$ cat src/rtl/wp_event_detector.sv
module wp_event_detector #(
  parameter int AW        = 32,
  parameter int DW        = 32,
  parameter int AGE_W     = 6,
  parameter int CW        = 4,
  parameter int TLB_LIMIT = 2,
  parameter int TLB_MAX   = 15,
  parameter int MUP_LIMIT = 3
) (
  input  logic             clk,
  input  logic             rst_n,
  input  logic             mem_valid,
  input  logic             mem_write,
  input  logic [AW-1:0]    mem_addr,
  input  logic [1:0]       mem_size,
  input  logic             mem_page_ro,
  input  logic             mem_tlb_miss,
  input  logic [AGE_W-1:0] mem_age,
  input  logic             tlb_fill,
  input  logic [AW-1:0]    seg_lo,
  input  logic [AW-1:0]    seg_hi,
  input  logic [AW-1:0]    code_lo,
  input  logic [AW-1:0]    code_hi,
  input  logic             br_valid,
  input  logic             br_mispredict,
  input  logic [CW-1:0]    br_older,
  input  logic [AGE_W-1:0] br_age,
  input  logic             ras_pop,
  input  logic             ras_underflow,
  input  logic [AGE_W-1:0] ras_age,
  input  logic             fetch_valid,
  input  logic [AW-1:0]    fetch_pc,
  input  logic [AGE_W-1:0] fetch_age,
  input  logic             div_valid,
  input  logic [DW-1:0]    div_divisor,
  input  logic [AGE_W-1:0] div_age,
  output logic             wpe_valid,
  output logic [3:0]       wpe_code,
  output logic [AGE_W-1:0] wpe_age
);
  localparam int TW  = $clog2(TLB_MAX + 1);
  localparam int MW  = $clog2(MUP_LIMIT + 1);
  localparam int NSRC = 5;

  logic [TW-1:0] tlb_out;
  logic [MW-1:0] mup_cnt;

  logic [AW-1:0] size_mask;
  logic          m_null, m_ro, m_unal, m_seg, m_code, m_tlb;
  logic [3:0]    mem_code;

  assign size_mask = (AW'(1) << mem_size) - AW'(1);
  assign m_null = mem_valid && (mem_addr == '0);
  assign m_ro   = mem_valid && mem_write && mem_page_ro;
  assign m_unal = mem_valid && ((mem_addr & size_mask) != '0);
  assign m_seg  = mem_valid && ((mem_addr < seg_lo) || (mem_addr > seg_hi));
  assign m_code = mem_valid && (mem_addr >= code_lo) && (mem_addr <= code_hi);
  assign m_tlb  = mem_valid && mem_tlb_miss &&
                  ((32'(tlb_out) + 32'd1) >= 32'(TLB_LIMIT));

  always_comb begin
    mem_code = 4'd0;
    if      (m_null) mem_code = 4'd1;
    else if (m_ro)   mem_code = 4'd2;
    else if (m_unal) mem_code = 4'd3;
    else if (m_seg)  mem_code = 4'd4;
    else if (m_code) mem_code = 4'd5;
    else if (m_tlb)  mem_code = 4'd6;
  end

  logic tlb_inc, tlb_dec;
  assign tlb_inc = mem_valid && mem_tlb_miss && (tlb_out != TW'(TLB_MAX));
  assign tlb_dec = tlb_fill && (tlb_out != '0);

  always_ff @(posedge clk) begin
    if (!rst_n)                tlb_out <= '0;
    else if (tlb_inc && !tlb_dec) tlb_out <= tlb_out + TW'(1);
    else if (tlb_dec && !tlb_inc) tlb_out <= tlb_out - TW'(1);
  end

  logic mup_hit, mup_step;
  assign mup_step = br_valid && br_mispredict && (br_older != '0);
  assign mup_hit  = mup_step && ((32'(mup_cnt) + 32'd1) >= 32'(MUP_LIMIT));

  always_ff @(posedge clk) begin
    if (!rst_n)                          mup_cnt <= '0;
    else if (br_valid && br_older == '0) mup_cnt <= '0;
    else if (mup_hit)                    mup_cnt <= '0;
    else if (mup_step)                   mup_cnt <= mup_cnt + MW'(1);
  end

  logic [NSRC-1:0] c_v;
  logic [3:0]      c_code [NSRC];
  logic [AGE_W-1:0] c_age [NSRC];

  assign c_v[0] = mem_code != 4'd0;
  assign c_code[0] = mem_code;
  assign c_age[0]  = mem_age;
  assign c_v[1] = mup_hit;
  assign c_code[1] = 4'd7;
  assign c_age[1]  = br_age;
  assign c_v[2] = ras_pop && ras_underflow;
  assign c_code[2] = 4'd8;
  assign c_age[2]  = ras_age;
  assign c_v[3] = fetch_valid && (fetch_pc[1:0] != 2'b00);
  assign c_code[3] = 4'd9;
  assign c_age[3]  = fetch_age;
  assign c_v[4] = div_valid && (div_divisor == '0);
  assign c_code[4] = 4'd10;
  assign c_age[4]  = div_age;

  logic             sel_v;
  logic [3:0]       sel_code;
  logic [AGE_W-1:0] sel_age;

  always_comb begin
    sel_v    = 1'b0;
    sel_code = 4'd0;
    sel_age  = '0;
    for (int i = 0; i < NSRC; i++) begin
      if (c_v[i] && (!sel_v || c_age[i] < sel_age ||
                     (c_age[i] == sel_age && c_code[i] < sel_code))) begin
        sel_v    = 1'b1;
        sel_code = c_code[i];
        sel_age  = c_age[i];
      end
    end
  end

  always_ff @(posedge clk) begin
    if (!rst_n) begin
      wpe_valid <= 1'b0;
      wpe_code  <= 4'd0;
      wpe_age   <= '0;
    end else begin
      wpe_valid <= sel_v;
      wpe_code  <= sel_v ? sel_code : 4'd0;
      wpe_age   <= sel_v ? sel_age : '0;
    end
  end
endmodule

$ cat config.mk
export PLATFORM = sky130hd
export DESIGN_NAME = wp_event_detector
export DESIGN_NICKNAME = d
export VERILOG_FILES = /design/src/rtl/wp_event_detector.sv
export SDC_FILE = /design/constraint.sdc
export NUM_CORES = 1
export LEC_CHECK = 0
export CAP_MARGIN = 25
export CORE_MARGIN = 2
export CORE_UTILIZATION = 40
export CTS_CLUSTER_DIAMETER = 100
export DETAILED_ROUTE_END_ITERATION = 6
export DONT_BUFFER_PORTS = 1
export PLACE_DENSITY = 0.65
export SYNTH_ARGS = -nofsm -noshare
export SYNTH_HDL_FRONTEND = slang
export SYNTH_SLANG_ARGS = --single-unit
$ cat constraint.sdc
create_clock -name clk -period 11.6 [get_ports clk]
set_input_delay 1.16 -clock clk [delete_from_list [all_inputs] [get_ports clk]]
set_output_delay 1.16 -clock clk [all_outputs]
set_load 0.01 [all_outputs]
### Word level (Yosys, flattened, before mapping)

Cells that the tools add are included.

| operators by class | value |
|---|---|
| $add $sub $neg | 6 |
| order comparisons | 14 |
| equality and inequality tests | 5 |
| shifts and indexed selects | 1 |
| muxes and demuxes | 23 |
| bitwise operators | 3 |
| reduce and logical (&&, ||, !) cells | 55 |

Operator list:

| operator | number |
|---|---|
| 32-bit zero test | 2 |
| 32-bit bitwise AND | 1 |
| 32-bit greater-or-equal comparator | 1 |
| 32-bit greater-than comparator | 1 |
| 32-bit less-or-equal comparator | 1 |
| 32-bit less-than comparator | 1 |
| 4-bit two-way mux | 8 |
| 32-bit nonzero test | 1 |
| 1-bit by 2-bit << shifter with 32-bit output (first input constant) | 1 |
| 32-bit by 2-bit subtractor with 32-bit output (second input constant) | 1 |
| 6-bit two-way mux | 5 |
| 1-bit logical AND | 28 |
| 6-bit equality test | 4 |
| 6-bit less-than comparator | 4 |
| 3-bit two-way mux | 5 |
| 4-bit less-than comparator (first input constant) | 3 |
| 4-bit nonzero test | 3 |
| 1-bit logical OR | 9 |
| 1-bit zero test | 6 |
| 3-bit OR reduction | 2 |
| 4-bit by 1-bit adder with 5-bit output (second input constant) | 1 |
| 5-bit by 2-bit greater-or-equal comparator with 1-bit output (second input constant) | 1 |
| 1-bit two-way mux | 5 |
| 4-bit by 1-bit adder with 4-bit output (second input constant) | 1 |
| 10 further kinds | 12 |

| storage, ports and cells | value |
|---|---|
| flip-flop bits (word level) | 17 |
| bits of input ports | 273 |

### Longest topological paths before layout

Gate-level depths: netlist (run 1).

| logic depth | value |
|---|---|
| depth after elaboration | 33 |
| gate-level depth with buffers | 52 |
| depth with buffers taken out | 50 |

### Worst setup path before layout (run 1)

Ideal clock, no wire load.

| timing | value |
|---|---|
| path kind | input port to flip-flop |
| from | input code_hi[11] |
| to | register wpe_age[1] |
| arrival | 9845 ps |
| path slack | 1685 ps |
| stages | 49 |
| buffers on the path | 2 |
| cell sequence | inv_1 -> ha_1 -> nand4_1 -> or4_1 -> or3_1 -> a2bb2oi_1 -> a31o_1 -> o21a_1 -> nand2_1 -> buf_2 -> nand2_1 -> ha_1 -> a21oi_1 -> nor2b_1 -> o21ai_0 -> nand2b_1 -> o21bai_1 -> or2_2 -> [13 not listed] -> o21a_1 -> o21a_1 -> o21ai_0 -> nand2b_1 -> a21oi_1 -> o21ai_0 -> clkbuf_1 -> mux2_1 -> ha_1 -> o21a_1 -> o21a_1 -> o21a_1 -> o21a_1 -> nor3_1 -> a31o_2 -> a211oi_1 -> nand2_1 -> o21ai_1 |

| on the way | value |
|---|---|
| cells in the longest elaborated chain, start to end | 30 |
| elaborated cells on any way between the ends | 55 |
| classes of those cells | order compare: 9; eq/ne: 4; mux: 19; reduce/logical: 23 |

RTL lines:

| item | RTL line | RTL |
|---|---|---|
| start, declared | 23 | `input logic [AW-1:0] code_hi,` |
| 32-bit less-or-equal comparator * | 57 | `assign m_code = mem_valid && (mem_addr >= code_lo) && (mem_addr <= code_hi);` |
| 1-bit logical AND * | 57 |  |
| 3-bit two-way mux * | 67 | `else if (m_code) mem_code = 4'd5;` |
| 3-bit two-way mux * | 66 | `else if (m_seg) mem_code = 4'd4;` |
| 3-bit two-way mux * | 65 | `else if (m_unal) mem_code = 4'd3;` |
| 3-bit two-way mux * | 64 | `else if (m_ro) mem_code = 4'd2;` |
| 4-bit two-way mux * | 63 | `if (m_null) mem_code = 4'd1;` |
| 4-bit nonzero test | 96 | `assign c_v[0] = mem_code != 4'd0;` |
| [14 not listed] | -- |  |
| 1-bit logical AND | 121 | `if (c_v[i] && (!sel_v \|\| c_age[i] < sel_age \|\|` |
| 6-bit two-way mux, or another cell as far along | 121 |  |
| 6-bit less-than comparator, or another cell as far along | 121 |  |
| 1-bit logical OR / 1-bit logical AND (equally long branches) | 121, 122 |  |
| 1-bit logical OR | 121 |  |
| 1-bit logical AND | 121 |  |
| 1-bit two-way mux | 121 |  |
| 2-bit AND reduction (no source line) | -- |  |
| end signal, assigned | 138 | `wpe_age <= sel_v ? sel_age : '0;` |
| end, declared | 39 | `output logic [AGE_W-1:0] wpe_age` |

Every way passes the cells marked *; elsewhere a longest branch is shown, timed or not.
A chain may end at the register's enable or synchronous reset.

### Worst setup path after layout (run 1)

| timing | value |
|---|---|
| from | input seg_lo[15] |
| to | register wpe_age[3] |

| on the way | value |
|---|---|
| cells in the longest elaborated chain, start to end | 30 |
| elaborated cells on any way between the ends | 55 |
| classes of those cells | order compare: 9; eq/ne: 4; mux: 18; reduce/logical: 24 |

RTL lines:

| item | RTL line | RTL |
|---|---|---|
| start, declared | 20 | `input logic [AW-1:0] seg_lo,` |
| 32-bit less-than comparator * | 56 | `assign m_seg = mem_valid && ((mem_addr < seg_lo) \|\| (mem_addr > seg_hi));` |
| 1-bit logical OR * | 56 |  |
| 1-bit logical AND * | 56 |  |
| 3-bit two-way mux * | 66 |  |
| 3-bit two-way mux * | 65 |  |
| 3-bit two-way mux * | 64 |  |
| 4-bit two-way mux * | 63 |  |
| 4-bit nonzero test | 96 |  |
| [14 not listed] | -- |  |
| 1-bit logical AND | 121 |  |
| 6-bit two-way mux, or another cell as far along | 121 |  |
| 6-bit less-than comparator, or another cell as far along | 121 |  |
| 1-bit logical OR / 1-bit logical AND (equally long branches) | 121, 122 |  |
| 1-bit logical OR | 121 |  |
| 1-bit logical AND | 121 |  |
| 1-bit two-way mux | 121 |  |
| 2-bit AND reduction (no source line) | -- |  |

Marks and branches as above.

==> results.cfg, run 1 <==
[outcome]
status = finished, final reports clean

[worst_setup_path]
standard_cell_with_the_maximum_stage_delay_on_the_critical_path = sky130_fd_sc_hd__nor4_1
crit_type = in2reg
crit_path_required_time_ns = 11.73
worstRegToRegCells = 47
worst_setup_path_end_kind = register
crit_fanout = 10
r2r_slack_ns = 2.39
worst_ep_arrival_time_ns = 10.84
critical_path.max_stage_delay_ns = 0.54
worstSetupStartpointType = input pin
worstReg2RegStart = tlb_out[0]
critPathMostFrequentCell = sky130_fd_sc_hd__o21a_1
critical_path.reg2reg.endpoint = wpe_age[3]

[route]
wl_per_cell_um = 16.71
drtAntennaViolNets = 0
vias_per_cell = 5.576
remaining_drc_errors = 0
routed-via-count = 5002
routed_wirelength_mm = 14.99
drt-initial-drc-count = 242
firstDrtPassIters = 7

[synthesis]
synth-edff-count = 0
yosys_warns = 0
yosys_register_bits = 17
syn-cell-area_um2 = 5271
synthArstFlopShare_pct = 0
synth_flop_cell = sky130_fd_sc_hd__dfxtp_1
synth.avg_cell_area_um2 = 7.331
seq_area_frac_synth_pct = 6.456
post_synth_inst_count = 719
post_synth_num_cell_types = 61
syn_nets = 1151

[die]
rows = 41
chipHeight_um = 118.8
num_io_pins = 284
fp.dieArea_um2 = 14110
design.core.area_um2 = 12720
die_extent_in_x_um = 118.8
initial_core_util_pct = 41.43

[worst_hold_path]
hp-start = mup_cnt[1]
timing.hold.worst_endpoint = mup_cnt[1]
hold_path_depth = 2
hold_path.class = reg2reg

[clock_network]
clk_latency_ns = 0.25
clkSinkCount = 17
cts_root_buf = sky130_fd_sc_hd__clkbuf_16
clock_tree_from_tritoncts = done
clk_pin_slew_ns = 0.05
hold_fix_buffers_cts = 0
numCtsBuffers = 3
longest_clk_path_bufs = 2
cts_htree_levels = 1

[placement]
placed_cell_count = 893
hpwl_mm = 13.68
gp_congestion = 0.8355
place.port_buffers = 0
place_worst_setup_slack_ns = 0.3978

[cells_and_area]
final_cells = 897
insertedDiodeCount = 0
layout.cells.most_common = sky130_fd_sc_hd__ha_1
post_route_cells_drive_above_1_share_pct = 3.310
finalNetCount = 1158
final_cell_mix = sky130_fd_sc_hd__ha_1, sky130_fd_sc_hd__inv_1, sky130_fd_sc_hd__a21oi_1
area_delta_synth_final_pct = 6.266

[grt]
wire_length_of_the_first_global_routing_pass_mm = 24.28
groute.usage.overall_pct = 21.09
grt.overflow.total = 0
busiest_layer = met2
global_routing_usage_on_met1_pct = 25.57
antenna_found_initial = 0
use_met2_pct = 38.83
grt_use_met3_pct = 3.234
grt_max_degree = 11
grt_pass1_vias = 5093

[timing]
finalSetupTns_ns = 0
unrepaired_setup_endpoints_after_global_routing = no
timing.final.setup_violations = 0
finClkSkew_ns = 0.002061
post-route-worst-setup-slack_ns = 0.8882
finalCriticalPeriod_ns = 10.71
timing.final.max_slew_violations = 0
max_slew.worst_pin.slew_ns = 0.9450
slew_limit_headroom_pct = 36.42
final-hold-violation-count = 0
clock.fmax_mhz = 93.36
min_period_over_period_pct = 92.34

[power_and_ir_drop]
peak_supply_drop_mv = 0.03977
cellPowerDensity_nw_per_um2 = 68.46
total_leakage_power_uw = 0.003047

[run]
timing.max_cap.violations = 0
[final cells by class]
type / instances / area (µm²)
Multi-Input combinational cell: 544 / 4343
Clock inverter: 1 / 5.005
Fill cell: 1382 / 7121
Sequential cell: 17 / 340.3
Timing Repair Buffer: 6 / 45.04
Clock buffer: 3 / 75.07
Inverter: 154 / 578.1
Tap cell: 172 / 215.2
[metrics by stage]
step / total power, µW / instance area, µm² / util, % / hold WS [ns]
2_1_floorplan: 267.4 / 5271 / - / 0.4848
3_3_place_gp: 311.5 / 5515 / 43.35 / 0.5131
3_5_place_dp: 317.0 / 5515 / 43.35 / 0.5225
4_1_cts: 385.7 / 5595 / 43.98 / 0.5315
5_1_grt: 430.1 / 5602 / 44.03 / 0.5741
6_report: 383.5 / 5602 / 44.03 / 0.5338
[cell families after synthesis]
group,after synthesis,share of synthesized area (%)
flip-flops,17,6.456
buffers and inverters,158,11.27
adder cells (fa/ha/maj),159,37.88
multiplexers,11,2.682
AO/OA/AOI/OAI,181,22.57
AND/OR/NAND/NOR,188,18.30
XOR/XNOR,5,0.8307
[report_power, final]
group | internal [µW] | switching (µW)
registers | 69.8 | 14.2
clock network | 46.1 | 21.9
logic | 108 | 123
[critical path, delay by kind of cell]
family | cells | cell delay [ns]
compound gates | 24 | 4.55
fa+ha+maj | 5 | 1.35
buf+inv | 3 | 0.43
mux | 2 | 0.71
simple gates | 15 | 2.64
[sequential cells by signal, summed over array words and instances, names as in the netlist]
register / flops
wpe_code: 4
tlb_out: 4
wpe_age: 6
mup_cnt: 2
wpe_valid: 1
[cell usage after synthesis, types with 4 or more instances]
| cell | instances | area share (%) |
|---|---|---|
| sky130_fd_sc_hd__a211oi_1 | 6 | 0.85 |
| sky130_fd_sc_hd__a21o_1 | 10 | 1.4 |
| sky130_fd_sc_hd__a21oi_1 | 68 | 6.5 |
| sky130_fd_sc_hd__a221o_1 | 5 | 0.95 |
| sky130_fd_sc_hd__a31oi_1 | 9 | 1.1 |
| sky130_fd_sc_hd__a32oi_1 | 11 | 1.8 |
| sky130_fd_sc_hd__and2_1 | 7 | 0.83 |
| sky130_fd_sc_hd__dfxtp_1 | 17 | 6.5 |
| sky130_fd_sc_hd__ha_1 | 158 | 38 |
| sky130_fd_sc_hd__inv_1 | 153 | 11 |
| sky130_fd_sc_hd__mux2_1 | 5 | 1.1 |
| sky130_fd_sc_hd__mux2_4 | 5 | 1.4 |
| sky130_fd_sc_hd__nand2_1 | 56 | 4.0 |
| sky130_fd_sc_hd__nand2b_1 | 5 | 0.59 |
| sky130_fd_sc_hd__nand3_1 | 9 | 0.85 |
| sky130_fd_sc_hd__nand4_1 | 23 | 2.7 |
| sky130_fd_sc_hd__nor2_1 | 27 | 1.9 |
| sky130_fd_sc_hd__nor2b_1 | 7 | 0.83 |
| sky130_fd_sc_hd__nor3_1 | 12 | 1.1 |
| sky130_fd_sc_hd__nor4_1 | 18 | 2.1 |
| sky130_fd_sc_hd__o21a_1 | 13 | 1.9 |
| sky130_fd_sc_hd__o21ai_0 | 22 | 2.1 |
| sky130_fd_sc_hd__o21ai_1 | 6 | 0.57 |
| sky130_fd_sc_hd__o21bai_1 | 4 | 0.57 |
| sky130_fd_sc_hd__or4_1 | 5 | 0.71 |
| sky130_fd_sc_hd__xnor2_1 | 4 | 0.66 |
[timing repair]
action                     in CTS  in global routing
resized for setup               0                  2
setup buffers                   0                  0
setup endpoints to repair       0                  5
[per-layer routing]
metal,up-vias,wire length [µm]
met2,200,7195
met1,2198,6327
met5,-,0
met3,24,1152
met4,0,313
li1,2580,-
[worst max path at each step]
stage | end | slack [ns] | cells past startpoint | from
final | wpe_age[3] | 0.89 | 49 | seg_lo[15]
after global routing | wpe_age[4] | 0.008 | 51 | seg_lo[9]
after CTS | wpe_age[2] | 0.61 | 48 | seg_lo[15]
after detailed placement | wpe_age[2] | 0.40 | 48 | seg_lo[15]
after global placement | wpe_age[2] | 0.50 | 49 | seg_lo[15]
after floorplan | wpe_age[1] | 1.68 | 49 | code_hi[11]
(Power assumes the default switching activity.)
==> inputs of run 2 (changes only) <==
--- a/config.mk
+++ b/config.mk
@@ -6,12 +6,15 @@
 export NUM_CORES = 1
 export LEC_CHECK = 0
 export CAP_MARGIN = 25
+export CELL_PAD_IN_SITES_DETAIL_PLACEMENT = 0
+export CELL_PAD_IN_SITES_GLOBAL_PLACEMENT = 1
 export CORE_MARGIN = 2
 export CORE_UTILIZATION = 40
 export CTS_CLUSTER_DIAMETER = 100
+export CTS_CLUSTER_SIZE = 12
 export DETAILED_ROUTE_END_ITERATION = 6
 export DONT_BUFFER_PORTS = 1
-export PLACE_DENSITY = 0.65
+export PLACE_DENSITY = 0.86
 export SYNTH_ARGS = -nofsm -noshare
 export SYNTH_HDL_FRONTEND = slang
 export SYNTH_SLANG_ARGS = --single-unit
==> run 2 against run 1 <==
Net effect: utilization is essentially flat; global-route usage grew 0.18 points; cell area is essentially flat; setup slack gained 0.051 ns; largest power group unchanged; critical endpoint is now wpe_age[4].
==> results.cfg, run 2 (synthesis gave the netlist of run 1 again) <==
[grt]
grt.overflow.total = 0
grt_max_degree = 11
antenna_found_initial = 1
grt_use_met3_pct = 3.620
use_met2_pct = 40.34
global_routing_usage_on_met1_pct = 24.61
grt_pass1_vias = 5295
busiest_layer = met2
wire_length_of_the_first_global_routing_pass_mm = 24.72
groute.usage.overall_pct = 21.27

[clock_network]
cts_resizes = 0
clock_tree_from_tritoncts = done
clk_latency_ns = 0.25
clkSinkCount = 17
cts_htree_levels = 1
clk_pin_slew_ns = 0.05
cts.repair_timing.setup_buffer_count = 0
numCtsBuffers = 3
hold_fix_buffers_cts = 0
cts_root_buf = sky130_fd_sc_hd__clkbuf_16
longest_clk_path_bufs = 2

[cells_and_area]
register_area_um2 = 340.3
final_cell_mix = sky130_fd_sc_hd__ha_1, sky130_fd_sc_hd__inv_1, sky130_fd_sc_hd__a21oi_1
registers.top_by_ff_count = wpe_age
post_route_cells_drive_above_1_share_pct = 3.315
largest_register_ffs = 6
postLayoutCoreUtil_pct = 44.02
multi_input_comb_area_um2 = 4349
layout.cells.most_common = sky130_fd_sc_hd__ha_1
final_cells = 896
largest_registers = wpe_age (6), tlb_out (4), wpe_code (4)
finalNetCount = 1157
fill_cells = 1309
insertedDiodeCount = 0
area_delta_synth_final_pct = 6.243

[timing]
slew_limit_headroom_pct = 39.00
timing.final.setup_violations = 0
finalCriticalPeriod_ns = 10.66
finalSetupTns_ns = 0
finClkSkew_ns = 0.004266
final-hold-violation-count = 0
timing.final.max_slew_violations = 0
unrepaired_setup_endpoints_after_global_routing = no
max_slew.worst_pin.slew_ns = 0.9067
min_period_over_period_pct = 91.91
clock.fmax_mhz = 93.80

[die]
die_extent_in_x_um = 118.8
rows = 41
fp.dieArea_um2 = 14110
design.core.area_um2 = 12720
initial_core_util_pct = 41.43
num_io_pins = 284
chipHeight_um = 118.8

[route]
drt-initial-drc-count = 209
remaining_drc_errors = 0
routed_wirelength_mm = 15.62
drtAntennaViolNets = 0
vias_per_cell = 5.709
wl_per_cell_um = 17.43
firstDrtPassIters = 6
routed-via-count = 5115

[worst_setup_path]
worstReg2RegStart = tlb_out[0]
crit_path_required_time_ns = 11.78
worstRegToRegCells = 46
r2r_slack_ns = 2.37
crit_fanout = 9
cp-startpoint = seg_lo[15]
worst_ep_arrival_time_ns = 10.84
critical_path.reg2reg.endpoint = wpe_age[4]
critical_path.max_stage_delay_ns = 0.47
standard_cell_with_the_maximum_stage_delay_on_the_critical_path = sky130_fd_sc_hd__a2111oi_1
worstSetupStartpointType = input pin
worst_setup_path_end_kind = register
crit_type = in2reg

[power_and_ir_drop]
report.power.total_uw = 389.4
cellPowerDensity_nw_per_um2 = 69.52
peak_supply_drop_mv = 0.04004
total_leakage_power_uw = 0.003042

[worst_hold_path]
hold_path.class = reg2reg
timing.hold.worst_endpoint = mup_cnt[1]
hp-start = mup_cnt[1]
hold_path_depth = 2

[outcome]
status = finished, final reports clean

[run]
timing.max_cap.violations = 0

[placement]
place.port_buffers = 0
hpwl_mm = 14.22
placed_cell_count = 892
gp_congestion = 0.8993
## run 2: report_power, final
group / internal, µW / switching (µW)
clock network: 46.1 / 22.2
registers: 69.8 / 14.1
logic: 110 / 127
## run 2: final cells by class
type	instances	area share [%]
flip-flops and latches	17	6.077
repair buffers	5	0.6702
well taps	172	3.843
multi-input cells	544	77.66
inverters	154	10.32
clock inverters	1	0.08937
clock buffers	3	1.340
## run 2: worst max-delay path: cells and delay by family
family,cells,cell delay [ns]
compound gates,23,4.87
buf+inv,1,0.02
mux,2,0.77
fa+ha+maj,5,1.33
simple gates,17,2.64
## run 2: layer usage
layer	wire (µm)	up-vias	part of all wire, %
li1	-	2577	-
met1	6396	2306	41
met2	7888	198	51
met3	979	32	6.3
met4	340	2	2.2
met5	13	-	0.083
## run 2: stage by stage
step	hold slack [ns]	cell area, µm²	setup WS, ns
3_5_place_dp	0.5146	5508	0.07873
3_3_place_gp	0.4977	5508	0.1890
4_1_cts	0.5222	5588	0.1927
6_report	0.5212	5600	0.9388
5_1_grt	0.5489	5600	0.1518
2_1_floorplan	0.4848	5271	1.685
## run 2: worst max-delay path by stage
stage,cells after the start,end,slack (ns)
after global routing,47,wpe_age[4],0.15
after CTS,48,wpe_age[4],0.19
final,48,wpe_age[4],0.94
after global placement,48,wpe_age[4],0.19
after detailed placement,48,wpe_age[4],0.08
after floorplan,49,wpe_age[1],1.68
